**src/rtl/patt_pkg.sv**
```systemverilog
// Package: shared sizes, register addresses and the per-channel settings
// record used by the dual-channel pattern controller.
package patt_pkg;

    localparam int NUM_CH = 2;                // channels
    localparam int DW     = 32;               // register width
    localparam int AW     = 6;                // byte address width
    localparam int DIV_W  = 32;               // divider width
    localparam int LEN_W  = 6;                // pattern length field width
    localparam int REP_W  = 10;               // repeat field width
    localparam int PAT_W  = 1 << LEN_W;       // pattern bits per channel
    localparam int PAT_WORDS = PAT_W / DW;    // data words per channel
    localparam int SIZE_STRIDE = LEN_W + REP_W;

    localparam logic [AW-1:0] A_CTRL     = 6'h00;
    localparam logic [AW-1:0] A_DIV_BASE = 6'h04;
    localparam logic [AW-1:0] A_DAT_BASE = 6'h0C;
    localparam logic [AW-1:0] A_SIZE     = 6'h1C;
    localparam logic [AW-1:0] A_ISTATE   = 6'h20;
    localparam logic [AW-1:0] A_IEN      = 6'h24;

    typedef struct packed {
        logic [DIV_W-1:0] prediv;
        logic [PAT_W-1:0] pattern;
        logic [LEN_W-1:0] len;
        logic [REP_W-1:0] reps;
        logic             pol;
    } chan_cfg_t;

    typedef enum logic [1:0] {
        SEQ_IDLE = 2'd0,
        SEQ_RUN  = 2'd1,
        SEQ_END  = 2'd2
    } seq_state_e;

endpackage

```
**src/rtl/patt_regs.sv**
```systemverilog
// Module: patt_regs
// Holds the software-visible control, divider, data and size registers and
// maps them onto one settings record per channel. It also returns read data
// for every address, including the interrupt registers kept in patt_irq.
// Assumes at most one access per cycle and word-aligned addresses.
module patt_regs
    import patt_pkg::*;
(
    input  logic                   clk,
    input  logic                   rst_n,
    input  logic                   we_i,
    input  logic [AW-1:0]          addr_i,
    input  logic [DW-1:0]          wdata_i,
    input  logic [NUM_CH-1:0]      istate_i,
    input  logic [NUM_CH-1:0]      ien_i,
    output logic [DW-1:0]          rdata_o,
    output logic [NUM_CH-1:0]      en_o,
    output chan_cfg_t [NUM_CH-1:0] cfg_o
);

    localparam int CTRL_W = 2 * NUM_CH;
    localparam int NUM_DAT = PAT_WORDS * NUM_CH;

    logic [CTRL_W-1:0] ctrl_q;
    logic [DW-1:0]     size_q;
    logic [DIV_W-1:0]  div_q [NUM_CH];
    logic [DW-1:0]     dat_q [NUM_DAT];

    // Control register: enables in the low half, polarities in the high half.
    always_ff @(posedge clk) begin
        if (!rst_n) begin
            ctrl_q <= '0;
        end else if (we_i && addr_i == A_CTRL) begin
            ctrl_q <= wdata_i[CTRL_W-1:0];
        end
    end

    // Size register: length and repeat fields for every channel.
    always_ff @(posedge clk) begin
        if (!rst_n) begin
            size_q <= '0;
        end else if (we_i && addr_i == A_SIZE) begin
            size_q <= wdata_i;
        end
    end

    for (genvar c = 0; c < NUM_CH; c++) begin : g_div
        localparam logic [AW-1:0] ADDR = AW'(int'(A_DIV_BASE) + 4 * c);
        // Divider register of channel c.
        always_ff @(posedge clk) begin
            if (!rst_n) begin
                div_q[c] <= '0;
            end else if (we_i && addr_i == ADDR) begin
                div_q[c] <= wdata_i;
            end
        end
    end

    for (genvar j = 0; j < NUM_DAT; j++) begin : g_dat
        localparam logic [AW-1:0] ADDR = AW'(int'(A_DAT_BASE) + 4 * j);
        // Data word j: channel j/PAT_WORDS, word j%PAT_WORDS (low word first).
        always_ff @(posedge clk) begin
            if (!rst_n) begin
                dat_q[j] <= '0;
            end else if (we_i && addr_i == ADDR) begin
                dat_q[j] <= wdata_i;
            end
        end
    end

    for (genvar c = 0; c < NUM_CH; c++) begin : g_cfg
        logic [PAT_W-1:0] pat;
        for (genvar w = 0; w < PAT_WORDS; w++) begin : g_word
            assign pat[w*DW +: DW] = dat_q[c*PAT_WORDS + w];
        end
        assign cfg_o[c].prediv  = div_q[c];
        assign cfg_o[c].pattern = pat;
        assign cfg_o[c].len     = size_q[c*SIZE_STRIDE +: LEN_W];
        assign cfg_o[c].reps    = size_q[c*SIZE_STRIDE + LEN_W +: REP_W];
        assign cfg_o[c].pol     = ctrl_q[NUM_CH + c];
        assign en_o[c]          = ctrl_q[c];
    end

    // Read multiplexer over all registers.
    always_comb begin
        rdata_o = '0;
        if (addr_i == A_CTRL)   rdata_o = DW'(ctrl_q);
        if (addr_i == A_SIZE)   rdata_o = size_q;
        if (addr_i == A_ISTATE) rdata_o = DW'(istate_i);
        if (addr_i == A_IEN)    rdata_o = DW'(ien_i);
        for (int c = 0; c < NUM_CH; c++) begin
            if (addr_i == AW'(int'(A_DIV_BASE) + 4 * c)) rdata_o = div_q[c];
        end
        for (int j = 0; j < NUM_DAT; j++) begin
            if (addr_i == AW'(int'(A_DAT_BASE) + 4 * j)) rdata_o = dat_q[j];
        end
    end

endmodule

```
**src/rtl/patt_irq.sv**
```systemverilog
// Module: patt_irq
// Keeps the per-channel completion state bits (write one to clear) and their
// enable mask, and drives the masked interrupt outputs. A completion in the
// same cycle as a clear leaves the bit set.
// Assumes done_i is a single-cycle pulse per completed run.
module patt_irq
    import patt_pkg::*;
(
    input  logic              clk,
    input  logic              rst_n,
    input  logic              we_i,
    input  logic [AW-1:0]     addr_i,
    input  logic [NUM_CH-1:0] wbits_i,
    input  logic [NUM_CH-1:0] done_i,
    output logic [NUM_CH-1:0] state_o,
    output logic [NUM_CH-1:0] en_o,
    output logic [NUM_CH-1:0] irq_o
);

    logic [NUM_CH-1:0] state_q;
    logic [NUM_CH-1:0] en_q;
    logic [NUM_CH-1:0] clr;

    assign clr = (we_i && addr_i == A_ISTATE) ? wbits_i : '0;

    // State bits: clear on a written one, set on completion (set dominates).
    always_ff @(posedge clk) begin
        if (!rst_n) begin
            state_q <= '0;
        end else begin
            state_q <= (state_q & ~clr) | done_i;
        end
    end

    // Interrupt enable mask.
    always_ff @(posedge clk) begin
        if (!rst_n) begin
            en_q <= '0;
        end else if (we_i && addr_i == A_IEN) begin
            en_q <= wbits_i;
        end
    end

    assign state_o = state_q;
    assign en_o    = en_q;
    assign irq_o   = state_q & en_q;

    for (genvar c = 0; c < NUM_CH; c++) begin : g_chk
        // a completion always leaves its bit set, even against a clear.
        p_set_wins_r11: assert property (@(posedge clk) disable iff (!rst_n)
            done_i[c] |=> state_q[c]);
        // a written one without a completion clears the bit.
        p_clear_r10: assert property (@(posedge clk) disable iff (!rst_n)
            (we_i && addr_i == A_ISTATE && wbits_i[c] && !done_i[c]) |=> !state_q[c]);
        // a set bit survives any cycle without a written one.
        p_keep_r10: assert property (@(posedge clk) disable iff (!rst_n)
            (state_q[c] && !(we_i && addr_i == A_ISTATE && wbits_i[c])) |=> state_q[c]);
    end

endmodule

```
**src/rtl/patt_seq.sv**
```systemverilog
// Module: patt_seq
// One pattern channel: a divider makes the channel clock, a bit counter
// steps through the pattern on each falling edge of the internal clock, and
// a repeat counter ends the run. The settings are copied in while disabled
// (and in the first enabled cycle) and held frozen while running.
// Assumes cfg_i is stable in the cycle the channel leaves idle.
module patt_seq
    import patt_pkg::*;
(
    input  logic      clk,
    input  logic      rst_n,
    input  logic      en_i,
    input  chan_cfg_t cfg_i,
    output logic      pcl_o,
    output logic      pda_o,
    output logic      done_o
);

    seq_state_e       state;
    chan_cfg_t        shadow;
    logic [DIV_W-1:0] div_cnt;
    logic [LEN_W-1:0] bit_cnt;
    logic [REP_W-1:0] rep_cnt;
    logic             clk_int;

    logic div_wrap, bit_last, rep_last, run_last;

    assign div_wrap = (div_cnt == shadow.prediv);
    assign bit_last = (bit_cnt == shadow.len);
    assign rep_last = (rep_cnt == shadow.reps);
    assign run_last = div_wrap && clk_int && bit_last && rep_last;

    // Sequencer: state, settings copy and the three nested counters.
    always_ff @(posedge clk) begin
        if (!rst_n) begin
            state   <= SEQ_IDLE;
            shadow  <= '0;
            div_cnt <= '0;
            bit_cnt <= '0;
            rep_cnt <= '0;
            clk_int <= 1'b0;
        end else if (!en_i) begin
            state   <= SEQ_IDLE;
            shadow  <= cfg_i;
            div_cnt <= '0;
            bit_cnt <= '0;
            rep_cnt <= '0;
            clk_int <= 1'b0;
        end else begin
            unique case (state)
                SEQ_IDLE: begin
                    state  <= SEQ_RUN;
                    shadow <= cfg_i;
                end
                SEQ_RUN: begin
                    if (div_wrap) begin
                        div_cnt <= '0;
                        clk_int <= ~clk_int;
                        if (clk_int) begin
                            if (bit_last) begin
                                bit_cnt <= '0;
                                if (rep_last) begin
                                    state <= SEQ_END;
                                end else begin
                                    rep_cnt <= rep_cnt + 1'b1;
                                end
                            end else begin
                                bit_cnt <= bit_cnt + 1'b1;
                            end
                        end
                    end else begin
                        div_cnt <= div_cnt + 1'b1;
                    end
                end
                default: begin
                    state <= SEQ_END;
                end
            endcase
        end
    end

    assign pcl_o  = clk_int ^ shadow.pol;
    assign pda_o  = (state == SEQ_RUN) && shadow.pattern[bit_cnt];
    assign done_o = (state == SEQ_RUN) && run_last;

    // the divider never passes its wrap value while running.
    p_div_bound_r3: assert property (@(posedge clk) disable iff (!rst_n)
        (state == SEQ_RUN) |-> (div_cnt <= shadow.prediv));
    // bit and repeat counters stay within the programmed fields.
    p_bit_bound_r5: assert property (@(posedge clk) disable iff (!rst_n)
        (state == SEQ_RUN) |-> (bit_cnt <= shadow.len && rep_cnt <= shadow.reps));
    // the settings copy is frozen while the channel runs.
    p_cfg_frozen_r6: assert property (@(posedge clk) disable iff (!rst_n)
        (state == SEQ_RUN && en_i) |=> $stable(shadow));
    // a completion pulse parks the channel with its clock back at idle.
    p_done_end_r8: assert property (@(posedge clk) disable iff (!rst_n)
        (done_o && en_i) |=> (state == SEQ_END && !clk_int));

endmodule

```
**src/rtl/dual_pattern_ctrl.sv**
```systemverilog
// Module: dual_pattern_ctrl
// Top level of the dual-channel pattern controller: a register bank, one
// sequencer per channel and the completion interrupt logic. Enabling several
// channels in one control write starts them on the same cycle.
// Assumes a single-cycle register write port and a combinational read port.
module dual_pattern_ctrl
    import patt_pkg::*;
(
    input  logic              clk_i,
    input  logic              rst_ni,
    input  logic              reg_we_i,
    input  logic [5:0]        reg_addr_i,
    input  logic [31:0]       reg_wdata_i,
    output logic [31:0]       reg_rdata_o,
    output logic [1:0]        pcl_o,
    output logic [1:0]        pda_o,
    output logic [1:0]        irq_done_o
);

    chan_cfg_t [NUM_CH-1:0] cfg;
    logic [NUM_CH-1:0]      ch_en;
    logic [NUM_CH-1:0]      ch_done;
    logic [NUM_CH-1:0]      istate;
    logic [NUM_CH-1:0]      ien;

    patt_regs u_regs (
        .clk      (clk_i),
        .rst_n    (rst_ni),
        .we_i     (reg_we_i),
        .addr_i   (reg_addr_i),
        .wdata_i  (reg_wdata_i),
        .istate_i (istate),
        .ien_i    (ien),
        .rdata_o  (reg_rdata_o),
        .en_o     (ch_en),
        .cfg_o    (cfg)
    );

    for (genvar c = 0; c < NUM_CH; c++) begin : g_ch
        patt_seq u_seq (
            .clk    (clk_i),
            .rst_n  (rst_ni),
            .en_i   (ch_en[c]),
            .cfg_i  (cfg[c]),
            .pcl_o  (pcl_o[c]),
            .pda_o  (pda_o[c]),
            .done_o (ch_done[c])
        );
    end

    patt_irq u_irq (
        .clk     (clk_i),
        .rst_n   (rst_ni),
        .we_i    (reg_we_i),
        .addr_i  (reg_addr_i),
        .wbits_i (reg_wdata_i[NUM_CH-1:0]),
        .done_i  (ch_done),
        .state_o (istate),
        .en_o    (ien),
        .irq_o   (irq_done_o)
    );

endmodule

```
**config.mk**
```make
export PLATFORM = sky130hd
export DESIGN_NAME = dual_pattern_ctrl
export DESIGN_NICKNAME = d
export VERILOG_FILES = /design/src/rtl/patt_pkg.sv /design/src/rtl/patt_regs.sv /design/src/rtl/patt_irq.sv /design/src/rtl/patt_seq.sv /design/src/rtl/dual_pattern_ctrl.sv
export SDC_FILE = /design/constraint.sdc
export NUM_CORES = 1
export LEC_CHECK = 0
export ABC_AREA = 1
export BUFFER_PORTS_ARGS = -buffer_cell sky130_fd_sc_hd__buf_2
export CORE_ASPECT_RATIO = 1.1
export CORE_MARGIN = 1
export CORE_UTILIZATION = 34
export DETAILED_ROUTE_END_ITERATION = 6
export MAX_ROUTING_LAYER = met4
export SKIP_CTS_REPAIR_TIMING = 1
export SLEW_MARGIN = 10
export SYNTH_ARGS = -nofsm -noshare
export SYNTH_HDL_FRONTEND = slang
export SYNTH_HIERARCHICAL = 1
export SYNTH_SLANG_ARGS = --single-unit
```
**constraint.sdc**
```tcl
create_clock -name clk_i -period 10.9 [get_ports clk_i]
set_clock_uncertainty 0.2 [all_clocks]
set_input_delay 1.635 -clock clk_i [delete_from_list [all_inputs] [get_ports clk_i]]
set_output_delay 1.635 -clock clk_i [all_outputs]
set_load 0.01 [all_outputs]
```
* Word-level counts from Yosys, hierarchy flattened
Memories as Yosys holds them, arrays and structs flattened.
Cells that the tools add are included.
Widths: inputs -> output; s select.
** Operators by class
- $add $sub $neg :: 6
- Multipliers :: 0
- Div/mod/pow operators :: 0
- $lt $le $gt $ge :: 2
- Equal/unequal tests :: 27
- Shifts and indexed selects :: 0
- Mux-type cells :: 58
- Bitwise gates (word level) :: 16
- Reductions and logical operators :: 33
** Operator list (count)
- $mux 32 :: 17
- $mux 113 :: 4
- $add 32x1->32 const B :: 2
- $eq 32x32->1 :: 2
- $eq 6x5->1 const B :: 4
- $mux 1 :: 21
- $add 10x1->10 const B :: 2
- $eq 10x10->1 :: 2
- $logic_and 1x1->1 :: 20
- $ne 2x1->1 const B :: 10
- $mux 2 :: 9
- $lt 6x7->1 const B :: 2
- $add 6x1->6 const B :: 2
- $bmux 1 s6 :: 2
- $eq 6x4->1 const B :: 2
- $eq 6x6->1 :: 2
- $eq 6x6->1 const B :: 2
- $mux 6 :: 2
- $reduce_and 5->1 :: 2
- $pmux 2 s2 :: 2
- $reduce_and 2->1 :: 4
- $reduce_and 4->1 :: 2
- $eq 6x3->1 const B :: 1
- $logic_not 6->1 :: 1
- 10 further kinds :: 23
** Storage, ports and cells
- Flip-flop bits (word level) :: 368
- Bits in latches :: 0
- Memory bits (writable) :: 192
- ROM bits :: 0
- Input bits :: 41
- Output and inout port bits :: 38
- Logic and storage cells :: 168
- Memories :: 2
** Memory list
- u_regs.dat_q :: depth 4, bits a word 32, rd ports 4, clocked after memory_dff 0, wr ports 4, RTL line patt_regs.sv:27 : logic [DW-1:0] dat_q [NUM_DAT];
- u_regs.div_q :: depth 2, bits a word 32, rd ports 2, clocked after memory_dff 0, wr ports 2, RTL line patt_regs.sv:26 : logic [DIV_W-1:0] div_q [NUM_CH];

* Depth between registers and ports, before layout
Gate-level depths: netlist of run 1.
- Depth in word-level cells :: 11
- Mapped depth :: 13
- Gate-level depth less buffers :: 13

* Hierarchy
The synthesis of run 1 kept the hierarchy.
** Modules (own cells, without submodules)
- patt_regs :: times used 1, cells each 938, area each 9519.1 sq um, sequential area each 6486.2 sq um
- patt_seq at g_ch[1].u_seq :: times used 1, cells each 1237, area each 8130.3 sq um, sequential area each 3283.1 sq um
- patt_seq at g_ch[0].u_seq :: times used 1, cells each 1240, area each 8127.8 sq um, sequential area each 3283.1 sq um
- patt_irq :: times used 1, cells each 39, area each 246.5 sq um, sequential area each 80.1 sq um

* Worst setup path after synthesis of run 1
Ideal clock, no wire load.
- Path type :: input port to flip-flop
- Start point :: input port reg_addr_i[0]
- End point :: memory u_regs.dat_q[0][0], enable pin
- Setup time :: 0.466 ns
- Arrival :: 4.577 ns
- Required time :: 10.234 ns
- Path slack :: 5.657 ns
- Cell stages on the path :: 7
- Buffers on the path :: 2
- Cells stage by stage :: inv_1 > nand2_1 > nor2_1 > nand2_1 > buf_2 > buf_2 > o21ai_0
** RTL lines
- start: declaration :: RTL line dual_pattern_ctrl.sv:12 : input logic [5:0] reg_addr_i,
- end: declaration :: RTL line patt_regs.sv:27

* Worst setup path after layout of run 1
- Start point :: input port reg_addr_i[5]
- End point :: output port reg_rdata_o[26]
** On the way
- Cells in the longest elaborated chain, start to end :: 10
- Elaborated cells between the ends (all ways) :: 18
- Classes of those cells :: eq/ne (9); mux (9)
** RTL lines
- $eq 6x5->1 :: RTL line patt_regs.sv:88 : if (addr_i == A_SIZE) rdata_o = size_q;
- $mux 32 :: RTL line patt_regs.sv:88
- $mux 32 :: RTL line patt_regs.sv:89 : if (addr_i == A_ISTATE) rdata_o = DW'(istate_i);
- $mux 32 :: RTL line patt_regs.sv:90 : if (addr_i == A_IEN) rdata_o = DW'(ien_i);
- $mux 32 (2 in a row) :: RTL line patt_regs.sv:92 : if (addr_i == AW'(int'(A_DIV_BASE) + 4 * c)) rdata_o = div_q[c];
- $mux 32 (3 in a row) :: RTL line patt_regs.sv:95 : if (addr_i == AW'(int'(A_DAT_BASE) + 4 * j)) rdata_o = dat_q[j];
- $mux 32 * :: RTL line patt_regs.sv:95
- end: declaration :: RTL line dual_pattern_ctrl.sv:14 : output logic [31:0] reg_rdata_o,
Mark *: on every way between the ends. The rest lies on a longest branch, timed or not.

==> results.toml, run 1 <==
[global_route]
grt_pass1_vias = 21120
grt_overflow = 0
grt_pass1_wl_mm = 133.8
antenna_found_initial = 3
grt_max_degree = 109
grt.total_usage = 0.2346

[worst_setup_path]
rrSetupSlack_ns = 7.54
critical_path_class = "in2out"
cp-start-kind = "input port"
worstSetupEndpointType = "output port"
critical_path_peak_fanout = 32
critPathArrivalTime_ns = 3.71
required_ns = 9.07

[synthesis]
yosysMostFrequentCell = "nand2_1"
synthTopCellsByCount = "753 x nand2_1, 727 x nor2_1, 368 x dfxtp_1"
synth_area_leaders = "dfxtp_1 28%, edfxtp_1 22%, nand2_1 11%"
yosys_warnings = 6
ys_seq_area_frac = 0.5046
synth_top_area_share = 0.2831
ys_types = 40
postSynthAreaPerCell_um2 = 7.534
ys_ff_latch = 560
yosys.area.top_type = "dfxtp_1"
synth_edf_count = 192
synth_flop_cell = "dfxtp_1"
async_reset_ff_frac = 0
netlist_instances = 3454
syn_nets = 3501
syn-cell-area_um2 = 26020

[floorplanning]
core_area_um2 = 75860
initial_core_util = 0.3430
dieHeight_um = 292.2
dieArea_um2 = 77650
io_pins = 79
rows = 106
die_w_um = 265.8

[drt]
wl_mm = 90.28
route.detailed.drc = 0
final_antenna_net_count = 0
drt_iter0_markers = 2398
post_drt_via_cell_ratio = 5.104
wl_per_cell_um = 19.96
drt_pass1_iterations = 6
vias = 23090

[sta]
relSlewSlack = 0.2197
setup_viol = 0
hold_viol_final = 0
post-route-min-period_ns = 5.543
slew_violations = 0
max_slew.worst_pin.slew_ns = 1.169
setup_tns_ns = 0
rsz0062_at_grt = "false"
max_freq_mhz = 180.4
min_period_over_period = 0.5085

[place]
hpwl_mm = 61.87
routabilityCongestion = 0.9728
dp.cells = 4415
portBuffers = 78

[clocking]
clk_pin_slew_ns = 0.06
cts_max_level = 2
clk_latency_ns = 0.64
root_buffer = "clkbuf_16"
cts_tree = "done"
clk_path_buf_depth = 3
cts_buffers = 56
cts_num_sinks = 560

[cells_and_area]
layout.nets = 3494
areaGrowthSynthToFinish_pct = 12.05
fin_cells = 4523
final_core_util = 0.3844
drive_gt1_frac = 0.08412

[power_and_ir_drop]
internal-power_mw = 3.476
p_switching_mw = 1.109
pwr-share-clk = 0.448
p_leak_nw = 11.62
total_power_mw = 4.585
p_seq_frac = 0.504
power.density_nw_per_um2 = 157.2
swShare = 0.2419
pwr-share-comb = 0.049
irDropWorstVdd_uv = 196.6

[worst_hold_path]
hp-class = "reg2reg"

[outcome]
outcome = "finished clean"

[run]
drv_cap = 0
-- state kept, by name (all words and copies together) (netlist names), 12 cells and up --
signal,count
g_ch.u_seq/bit_cnt,12
g_ch.u_seq/div_cnt,64
g_ch.u_seq/rep_cnt,20
g_ch.u_seq/shadow,226
u_regs/dat_q,128
u_regs/div_q,64
u_regs/size_q,32
-- path summary, 6_finish.rpt --
check,start,to,cells after the start
worst max-delay path,reg_addr_i[5],reg_rdata_o[26],9
worst min-delay path,g_ch[0].u_seq/shadow[14],g_ch[0].u_seq/shadow[14],2
worst max register to register,u_regs/ctrl_q[1],g_ch[1].u_seq/shadow[96],6
worst min register to register,g_ch[0].u_seq/shadow[14],g_ch[0].u_seq/shadow[14],2
-- final cells by class --
class                           instances  area, µm²
Sequential cell                       560      13130
Clock buffer                           75       1513
Timing Repair Buffer                  103      584.3
Multi-Input combinational cell       2428      11100
Inverter                              298       1124
Tap cell                             1026       1284
Clock inverter                         31      416.7
Antenna cell                            2      5.005
Fill cell                            7970      46700
-- power by group through the flow --
stage               Combinational, mW  Clock, mW  Sequential [mW]
floorplan                       0.139          0             2.31
global placement                0.217          0             2.35
detailed placement              0.219          0             2.35
CTS                             0.221       2.08             2.31
global route                    0.245       2.16             2.31
finish                          0.223       2.05             2.31
-- critical path, stage by stage --
cell and delay, ns:
buf_2 0.16, nor2_1 0.27, inv_1 0.14, nor2_4 0.79, nand2_1 0.13, nand4_1 0.14
o21ai_1 0.07, nand4_1 0.18, buf_2 0.18
-- cell families after synthesis --
| kind of cell | count (synthesis) | synth area share |
|---|---|---|
| simple gates | 1802 | 0.2896 |
| flops | 560 | 0.5046 |
| compound gates | 548 | 0.1075 |
| xor+xnor | 72 | 0.02423 |
| buf+inv | 466 | 0.07116 |
| fa+ha+maj | 6 | 0.002885 |
-- per-stage QoR --
stage	hold slack (ns)	setup slack, ns	instance area (µm²)
after global routing	0.2813	5.253	29160
after global placement	0.2560	5.434	27220
after detailed placement	0.2609	5.429	27220
final	0.2702	5.357	29160
after CTS	0.2709	5.389	29150
after floorplan	0.2437	5.657	26020
-- layer usage --
metal | global-route usage | routed length, µm | vias up
li1 | - | - | 11140
met1 | 0.3037 | 38150 | 10770
met2 | 0.3626 | 40910 | 973
met3 | 0.03508 | 6958 | 205
met4 | 0.1027 | 4264 | 0
met5 | - | 0 | -
-- cells in the final DEF, fill, tap and decap left out, types with 64 or more instances in the layout --
master / synthesis / layout
buf_2: 51 / 77
o21ai_0: 275 / 271
nand4_1: 64 / 64
dfxtp_1: 368 / 368
edfxtp_1: 192 / 192
nor2_1: 727 / 727
a21oi_1: 212 / 212
inv_1: 257 / 257
nand3_1: 146 / 142
nand2_1: 753 / 753
Power figures use the tool's default switching activity.
==> run 2, diff against run 1 <==
==> constraint.sdc (replaced) <==
create_clock -name clk_i -period 5.4 [get_ports clk_i]
set_clock_uncertainty 0.2 [all_clocks]
set_input_delay 0.81 -clock clk_i [delete_from_list [all_inputs] [get_ports clk_i]]
set_output_delay 0.81 -clock clk_i [all_outputs]
set_load 0.01 [all_outputs]
==> results.toml, run 2 (synthesis gave the netlist of run 1 again) <==
[cells_and_area]
final_core_util = 0.3860
layout.nets = 3506
layout_commonest_cell = "nand2_1"
drive_gt1_frac = 0.08440
top_regs = "g_ch.u_seq/shadow: 226 flops, u_regs/dat_q: 128 flops"
areaGrowthSynthToFinish_pct = 12.52
fillCellCount = 8008
largest_reg_flops = 226
layout_common_cells = "753 x nand2_1, 727 x nor2_1, 368 x dfxtp_1"
multi_input_area_um2 = 11080
top_register = "g_ch.u_seq/shadow"
layout.area.seq_um2 = 13130
final_cell_area_um2 = 29280

[place]
routabilityCongestion = 0.9602
portBuffers = 78
hpwl_mm = 62.12
place_ws_ns = 1.471
placed_area_um2 = 27310

[sta]
slew_violations = 0
whs_ns = 0.2695
hold_viol_final = 0
setup_viol = 0
max_slew.worst_pin.slew_ns = 1.130
max_freq_mhz = 241.0
post-route-min-period_ns = 4.149
setup_tns_ns = 0
min_period_over_period = 0.7684
fin_ws_ns = 1.251
relSlewSlack = 0.2465
rsz0062_at_grt = "false"

[drt]
vias = 23200
final_antenna_net_count = 0
route.detailed.drc = 0
wl_per_cell_um = 19.88
wl_mm = 90.20
post_drt_via_cell_ratio = 5.113
drt_iter0_markers = 2433
drt_pass1_iterations = 6

[floorplanning]
dieHeight_um = 292.2
core_area_um2 = 75860
die_w_um = 265.8
dieArea_um2 = 77650
rows = 106
initial_core_util = 0.3430
io_pins = 79

[worst_setup_path]
r2r_cells = 5
cpMaxStageDelayCell = "dfxtp_1"
critPathArrivalTime_ns = 3.14
cp-start-kind = "register"
cp.depth = 9
required_ns = 4.39
worstSetupEndpointType = "output port"
critical_path_peak_fanout = 16
crit_family = "flip-flops"
max_stage_delay_ns = 0.71
critical_path_class = "reg2out"
timing.critical_path.buf_inv = 3
cp_cell_sequence = "clkinv_1, buf_4, nor2_1, nor2_1, o31ai_1, nand3_1, nand3_1, a21oi_1, buf_2"

[power_and_ir_drop]
power.density_nw_per_um2 = 318.7
irDropWorstVdd_uv = 330.1
p_leak_nw = 11.70

[clocking]
clk_pin_slew_ns = 0.06
clk_path_buf_depth = 3
cts_num_sinks = 560
clk_latency_ns = 0.65
cts_buffers = 57
root_buffer = "clkbuf_16"
cts_tree = "done"
cts_max_level = 2

[global_route]
grt_max_degree = 151
grt_overflow = 0
grt_pass1_wl_mm = 132.7
grt_pass1_vias = 21220
antenna_found_initial = 5
grt.total_usage = 0.2335

[worst_hold_path]
hp-class = "reg2reg"
hold_path_depth = 2

[run]
drv_cap = 0

[outcome]
outcome = "finished clean"
-- run 2: path summary, 6_finish.rpt --
kind                                                from                        to  slack, ns
worst max register to register          u_regs/ctrl_q[1]   g_ch[1].u_seq/shadow[5]       2.59
worst min-delay path            g_ch[1].u_seq/shadow[16]  g_ch[1].u_seq/shadow[16]       0.27
worst min register to register  g_ch[1].u_seq/shadow[16]  g_ch[1].u_seq/shadow[16]       0.27
worst max-delay path            g_ch[0].u_seq/bit_cnt[0]                  pda_o[0]       1.25
-- run 2: per-layer routing --
layer | vias to the layer above | wire length (µm) | global-route usage
met2 | 917 | 41970 | 0.3708
li1 | 11170 | - | -
met5 | - | 0 | -
met1 | 10950 | 37900 | 0.2994
met3 | 165 | 6745 | 0.03247
met4 | 0 | 3593 | 0.09280
-- run 2: worst reg2reg max path, cell delays in order (launching register included) --
cell and delay [ns]:
dfxtp_1 0.57, o21ai_4 0.12, inv_4 0.76, buf_4 0.64
o21ai_0 0.27, a21oi_1 0.17
-- run 2: report_power, final --
part | total, mW | switching (mW) | internal, mW
combinational | 0.452 | 0.321 | 0.132
clock | 4.23 | 1.77 | 2.46
sequential | 4.65 | 0.134 | 4.52
-- run 2: final cells by class --
type                       instances  area share
timing repair buffer             114     0.02363
clock buffer                      89     0.05696
clock inverter                    18     0.01008
multi-input combinational       2428      0.3783
inverter                         298     0.03837
antenna                            4   0.0003419
tap                             1026     0.04384
sequential                       560      0.4485
-- run 2: per-stage QoR --
step / power (mW) / cells
finish: 9.333 / 4537
global route: 9.576 / 4537
CTS: 9.368 / 4533
detailed placement: 5.184 / 4426
global placement: 5.185 / 4426
floorplan: 4.948 / 3454
